$ cat src/rtl/arrcap_pkg.sv
package arrcap_pkg;

    typedef enum logic [1:0] {
        ST_IDLE = 2'd0,
        ST_WAIT = 2'd1,
        ST_RUN  = 2'd2
    } cap_state_e;

    typedef struct packed {
        logic finish;
        logic expired;
    } cap_end_t;

    function automatic logic is_listening(input cap_state_e st);
        return (st == ST_WAIT) || (st == ST_RUN);
    endfunction

endpackage

$ cat src/rtl/arrcap_sync_edge.sv
module arrcap_sync_edge #(
    parameter int SYNC_STAGES = 2
) (
    input  logic clk,
    input  logic rst,
    input  logic din,
    output logic rise
);
    localparam int TOP = SYNC_STAGES;

    logic [TOP:0] sh;

    always_ff @(posedge clk) begin
        if (rst) begin
            sh <= '0;
        end else begin
            sh <= {sh[TOP-1:0], din};
        end
    end

    assign rise = sh[TOP-1] & ~sh[TOP];

endmodule

$ cat src/rtl/arrcap_timer.sv
module arrcap_timer #(
    parameter int CNT_W          = 16,
    parameter int TIMEOUT_CYCLES = 1000
) (
    input  logic             clk,
    input  logic             rst,
    input  logic             clr,
    input  logic             run,
    output logic [CNT_W-1:0] count,
    output logic             hit
);
    localparam logic [CNT_W-1:0] LIMIT = CNT_W'(TIMEOUT_CYCLES);

    always_ff @(posedge clk) begin
        if (rst || clr) begin
            count <= '0;
        end else if (run) begin
            count <= count + 1'b1;
        end
    end

    assign hit = (count == LIMIT);

    assert_count_bound_R7: assert property (@(posedge clk) disable iff (rst)
        count <= LIMIT);

endmodule

$ cat src/rtl/arrcap_chan.sv
module arrcap_chan #(
    parameter int CNT_W = 16
) (
    input  logic             clk,
    input  logic             rst,
    input  logic             clr,
    input  logic             take,
    input  logic [CNT_W-1:0] count,
    output logic             latched,
    output logic [CNT_W-1:0] stamp
);
    logic grab;
    assign grab = take & ~latched;

    always_ff @(posedge clk) begin
        if (rst || clr) begin
            latched <= 1'b0;
            stamp   <= '0;
        end else if (grab) begin
            latched <= 1'b1;
            stamp   <= count;
        end
    end

    assert_stamp_hold_R4: assert property (@(posedge clk) disable iff (rst)
        (latched && !clr) |=> ($stable(stamp) && latched));

    assert_unlatched_zero_R7: assert property (@(posedge clk) disable iff (rst)
        !latched |-> (stamp == '0));

endmodule

$ cat src/rtl/arrival_capture.sv
module arrival_capture #(
    parameter int NCH            = 5,
    parameter int CNT_W          = 16,
    parameter int TIMEOUT_CYCLES = 1000,
    parameter int SYNC_STAGES    = 2
) (
    input  logic                      clk,
    input  logic                      rst,
    input  logic                      arm,
    input  logic [NCH-1:0]            trig_in,
    output logic                      cap_done,
    output logic                      cap_timeout,
    output logic [NCH-1:0]            chan_valid,
    output logic [NCH-1:0][CNT_W-1:0] stamps
);
    import arrcap_pkg::*;

    cap_state_e       state;
    logic [NCH-1:0]   rise;
    logic [NCH-1:0]   take;
    logic [NCH-1:0]   latched;
    logic [NCH-1:0]   latched_nxt;
    logic [CNT_W-1:0] count;
    logic             hit;
    logic             listen;
    logic             complete;
    logic             timer_run;
    cap_end_t         ending;

    genvar gi;
    generate
        for (gi = 0; gi < NCH; gi++) begin : g_chan
            arrcap_sync_edge #(.SYNC_STAGES(SYNC_STAGES)) u_sync (
                .clk  (clk),
                .rst  (rst),
                .din  (trig_in[gi]),
                .rise (rise[gi])
            );
            arrcap_chan #(.CNT_W(CNT_W)) u_chan (
                .clk     (clk),
                .rst     (rst),
                .clr     (arm),
                .take    (take[gi]),
                .count   (count),
                .latched (latched[gi]),
                .stamp   (stamps[gi])
            );
        end
    endgenerate

    arrcap_timer #(.CNT_W(CNT_W), .TIMEOUT_CYCLES(TIMEOUT_CYCLES)) u_timer (
        .clk   (clk),
        .rst   (rst),
        .clr   (arm),
        .run   (timer_run),
        .count (count),
        .hit   (hit)
    );

    always_comb begin
        listen      = is_listening(state) && !arm && !((state == ST_RUN) && hit);
        take        = listen ? rise : '0;
        latched_nxt = latched | take;
        complete    = &latched_nxt;
        ending      = '{finish: 1'b0, expired: 1'b0};
        timer_run   = 1'b0;
        if (!arm) begin
            case (state)
                ST_WAIT: begin
                    timer_run     = |take;
                    ending.finish = complete;
                end
                ST_RUN: begin
                    ending.finish  = complete || hit;
                    ending.expired = !complete && hit;
                    timer_run      = !ending.finish;
                end
                default: ;
            endcase
        end
    end

    always_ff @(posedge clk) begin
        if (rst) begin
            state       <= ST_IDLE;
            cap_done    <= 1'b0;
            cap_timeout <= 1'b0;
        end else begin
            cap_done <= 1'b0;
            if (arm) begin
                state       <= ST_WAIT;
                cap_timeout <= 1'b0;
            end else if (ending.finish) begin
                state       <= ST_IDLE;
                cap_done    <= 1'b1;
                cap_timeout <= ending.expired;
            end else if ((state == ST_WAIT) && (|take)) begin
                state <= ST_RUN;
            end
        end
    end

    assign chan_valid = latched;

    assert_done_pulse_R6: assert property (@(posedge clk) disable iff (rst)
        cap_done |=> !cap_done);

    assert_done_full_R6: assert property (@(posedge clk) disable iff (rst)
        (cap_done && !cap_timeout) |-> (&chan_valid));

    assert_timeout_partial_R7: assert property (@(posedge clk) disable iff (rst)
        (cap_done && cap_timeout) |-> !(&chan_valid));

    assert_arm_clears_R8: assert property (@(posedge clk) disable iff (rst)
        arm |=> (chan_valid == '0 && !cap_timeout && !cap_done));

    assert_first_zero_R2: assert property (@(posedge clk) disable iff (rst)
        (state == ST_WAIT) |-> (count == '0));

    assert_idle_quiet_R5: assert property (@(posedge clk) disable iff (rst)
        ((state == ST_IDLE) && !arm) |=> $stable(chan_valid));

endmodule

$ cat config.mk
export PLATFORM = sky130hd
export DESIGN_NAME = arrival_capture
export DESIGN_NICKNAME = d
export VERILOG_FILES = /design/src/rtl/arrcap_pkg.sv /design/src/rtl/arrcap_sync_edge.sv /design/src/rtl/arrcap_timer.sv /design/src/rtl/arrcap_chan.sv /design/src/rtl/arrival_capture.sv
export SDC_FILE = /design/constraint.sdc
export NUM_CORES = 1
export LEC_CHECK = 0
export CAP_MARGIN = 20
export CORE_ASPECT_RATIO = 0.7
export CORE_UTILIZATION = 40
export DETAILED_ROUTE_END_ITERATION = 8
export DONT_BUFFER_PORTS = 1
export GPL_TIMING_DRIVEN = 0
export PLACE_DENSITY = 0.63
export SLEW_MARGIN = 30
export SYNTH_ARGS = -nofsm -noshare
export SYNTH_HDL_FRONTEND = slang
export SYNTH_HIERARCHICAL = 1
export SYNTH_SLANG_ARGS = --single-unit
$ cat constraint.sdc
create_clock -name clk -period 4.6 [get_ports clk]
set_input_delay 0.46 -clock clk [delete_from_list [all_inputs] [get_ports clk]]
set_output_delay 0.46 -clock clk [all_outputs]
set_load 0.03 [all_outputs]
==> flow_metrics.tcl <==
set metrics [dict create \
    antennaDiodeCount 0 \
    chipHeight_um 96.29 \
    post_drt_wl_per_cell_um 16.59 \
    layout_min_cycle_time_ns 3.788 \
    initial_core_util_pct 41.03 \
    rr_endpoint "u_timer/count[8]" \
    wl_met3_mm 1.269 \
    port_buffers 0 \
    critical_path.reg2reg.startpoint "u_timer/count[3]" \
    finalCritPeriodShare_pct 82.34 \
    post_synth_num_cell_types 43 \
    final_core_utilization_pct 47.59 \
    regToRegSetupSlack_ns 0.81 \
    worst_ir_drop_vdd_uv 290.0 \
    floorplan.die.width_um 136.7 \
    drt_pass1_iterations 5 \
    post-dp-hpwl_mm 8.574 \
    layout_skew_ns 0.009082 \
    antenna_found_initial 0 \
    ios 95 \
    setup_viol 0 \
    synthesis.instances 548 \
    worst_pin_slew_ns 0.7187 \
    clk_latency_ns 0.41 \
    finalNetCount 579 \
    max_freq_mhz 264.0 \
    final_layout_size_suffix_gt1_share_pct 30.17 \
    gpl.final_weighted_congestion 0.8103 \
    avgViaCountPerCell 5.023 \
    cellPowerDensity_nw_per_um2 421.7 \
    layout-area-overhead-vs-synth_pct 15.99 \
    final-max-slew-violation-count 0 \
    synthesis.yosys.warnings 6 \
    hold_path_stages 1 \
    power.static_leakage_nw 1.935 \
    timing.reg2reg.worst_path_depth 13 \
    cts-buffers-inserted 17 \
    terminating_pin_of_the_worst_hold_path "g_chan[1].u_sync/sh[0]" \
    critical_path.endpoint_type "flip-flop" \
    met2RoutedLength_mm 5.271 \
    via_count_of_the_first_global_routing_pass 3532 \
    row_count 34 \
    worstSetupStartpointType "flip-flop" \
    htreeDepth 4 \
    cts-resized-gates 0 \
    arrival_ns 4.13 \
    synth.yosys.seq_area_share_pct 47.29 \
    grt_setup_unrepaired "no" \
    mappedNetlistArea_um2 5080 \
    grt_pass1_wl_mm 18.98 \
    routed_wl_mm 12.31 \
    grt_overflow_total 0 \
    clock_sink_count 120 \
    detail-route-antenna-nets 0 \
    maximum_root_to_sink_buffer_count 2 \
    final.setup.tns_ns 0 \
    grt_max_degree 32 \
    worst-setup-path-type "reg -> reg" \
    synthesis.area_per_instance_um2 9.270 \
    top_layer_used "met4" \
    timing.critical_path.required_ns 4.94 \
    crit_path_max_fanout 11 \
    cts_tree "built" \
    globalRouteTotalUtil_pct 19.40 \
    routed-via-count 3727 \
    hold_class "in -> reg" \
    cts_hold_repair.buffers 0 \
    cts.repair_timing.setup_buffer_count 0 \
    outcome "finished, final reports clean" \
    drt-met1-wl_mm 5.658 \
    final.fill_count 1140 \
    die-area_um2 13160 \
    clk_transition_reported_paths_ns 0.06 \
    worst_slew_margin_rel_pct 52.02 \
    core_region_area_um2 12380 \
    drt-initial-drc-count 191 \
    cap_violations 0 \
    hold_violations 0 \
    hold_path.startpoint "rst" \
    postSynthRegisterBits 120 \
    drt_drc_violations_left 0 \
    cts_root_buf "clkbuf_16" \
    synth.net_count 560 \
]
-- final cells by class --
class,instances,area [µm²],share of cell area (%)
Buffer,34,365.4,6.201
Clock buffer,24,491.7,8.346
Clock inverter,8,117.6,1.996
Inverter,7,26.28,0.4460
Multi-Input combinational cell,387,2286,38.80
Sequential cell,120,2402,40.77
Tap cell,162,202.7,3.440
-- worst max-delay path, cell delays in order (launching register included) --
cell	delay [ns]
dfxtp_1	0.78
nor4b_1	0.30
nand2_1	0.08
nor4_1	0.57
a211oi_2	0.16
buf_4	0.21
a21oi_1	0.24
nor4_4	0.09
o21ai_1	0.09
a21o_1	0.12
buf_2	0.19
nand3_2	0.18
or4_1	0.54
a21oi_1	0.15
-- cells in the final DEF (no fill, tap or decap), types with 6 or more instances in the layout --
| cell type | instances |
|---|---|
| nor4_1 | 8 |
| inv_1 | 7 |
| dfxtp_1 | 120 |
| or3_1 | 7 |
| a21oi_1 | 40 |
| nand2_2 | 50 |
| nor2b_1 | 15 |
| buf_6 | 15 |
| buf_4 | 11 |
| clkbuf_16 | 17 |
| mux2i_1 | 6 |
| nand2_1 | 123 |
| nor2_1 | 19 |
| a21oi_2 | 52 |
-- how the worst max path moves through the flow --
stage                     cells past startpoint  slack (ns)          endpoint             start
final                                        13        0.81  u_timer/count[8]  u_timer/count[3]
after global routing                         13        0.43  u_timer/count[8]  u_timer/count[3]
after CTS                                    13        0.80  u_timer/count[7]  u_timer/count[3]
after detailed placement                     13        0.82  u_timer/count[7]  u_timer/count[3]
after global placement                       13        0.84  u_timer/count[7]  u_timer/count[3]
after floorplan                              13        1.51  u_timer/count[9]  u_timer/count[3]
-- logic make-up after synthesis --
group           after synthesis  share of synthesized area, %
xor+xnor                      4                        0.6898
fa+ha+maj                     4                        0.9853
flops                       120                         47.29
buf+inv                      41                         7.709
mux                           6                         1.182
simple gates                267                         27.09
compound gates              106                         15.05
-- registers in the layout (all words and copies together) (netlist names) --
name and flops:
g_chan.u_chan/stamp 80, u_timer/count 16, g_chan.u_sync/sh 15, g_chan.u_chan/latched 5
state 2, cap_done 1, cap_timeout 1
-- power breakdown --
| group | internal (W) | total [W] | switching [W] | leakage (nW) |
|---|---|---|---|---|
| sequential | 0.00105 | 0.00105 | 0.00000390 | 0.969 |
| clock | 0.000906 | 0.00136 | 0.000458 | 0.300 |
| combinational | 0.0000289 | 0.0000701 | 0.0000412 | 0.666 |
-- routing by layer --
metal / track usage (%) / vias to the layer above
met5: 0 / -
met4: 8.611 / 0
met3: 7.794 / 11
met2: 28.55 / 109
met1: 24.83 / 1751
li1: - / 1856
-- synth_stat cells --
library cell / count / area share [%]
o21a_1: 2 / 0.30
nand4_2: 1 / 0.25
buf_2: 2 / 0.20
nor4b_1: 2 / 0.34
nor2_1: 19 / 1.4
o311a_1: 1 / 0.20
a21o_1: 1 / 0.15
nor2b_2: 5 / 0.86
a211oi_2: 1 / 0.25
nand2b_1: 5 / 0.62
or2_1: 5 / 0.62
nand2_2: 50 / 6.2
o21ai_0: 2 / 0.20
nand3_1: 3 / 0.30
nand3_2: 1 / 0.20
nand4_4: 1 / 0.42
dfxtp_1: 120 / 47
or3_1: 7 / 0.86
or2_2: 1 / 0.12
and2_1: 5 / 0.62
o31ai_1: 4 / 0.59
inv_1: 7 / 0.52
ha_1: 4 / 0.99
buf_4: 11 / 1.6
xor2_1: 3 / 0.52
buf_12: 5 / 2.0
a21oi_1: 40 / 3.9
a22o_1: 1 / 0.17
nand4_1: 3 / 0.37
buf_6: 15 / 3.3
a21oi_2: 52 / 9.0
o21ai_1: 1 / 0.098
nor4_1: 8 / 0.99
nor3_1: 3 / 0.30
or4_1: 4 / 0.59
clkbuf_1: 1 / 0.074
o211a_1: 1 / 0.20
xnor2_1: 1 / 0.17
nand2_1: 123 / 9.1
nor2b_1: 15 / 1.8
and2b_1: 5 / 0.74
mux2i_1: 6 / 1.2
nor4_4: 1 / 0.42
-- through the flow --
step           cell area (µm²)  worst slack (ns)  cells  hold WS (ns)  power (W)
5_1_grt                   5892            0.4309    742        0.1117   0.002558
4_1_cts                   5892            0.8027    742        0.1051   0.002511
3_3_place_gp              5283            0.8361    710        0.4212   0.001140
6_report                  5892            0.8121    742        0.1233   0.002484
2_1_floorplan             5080             1.509    548        0.4138   0.001130
3_5_place_dp              5283            0.8156    710        0.4212   0.001143
Note: power is estimated with default switching activity, not from simulation.
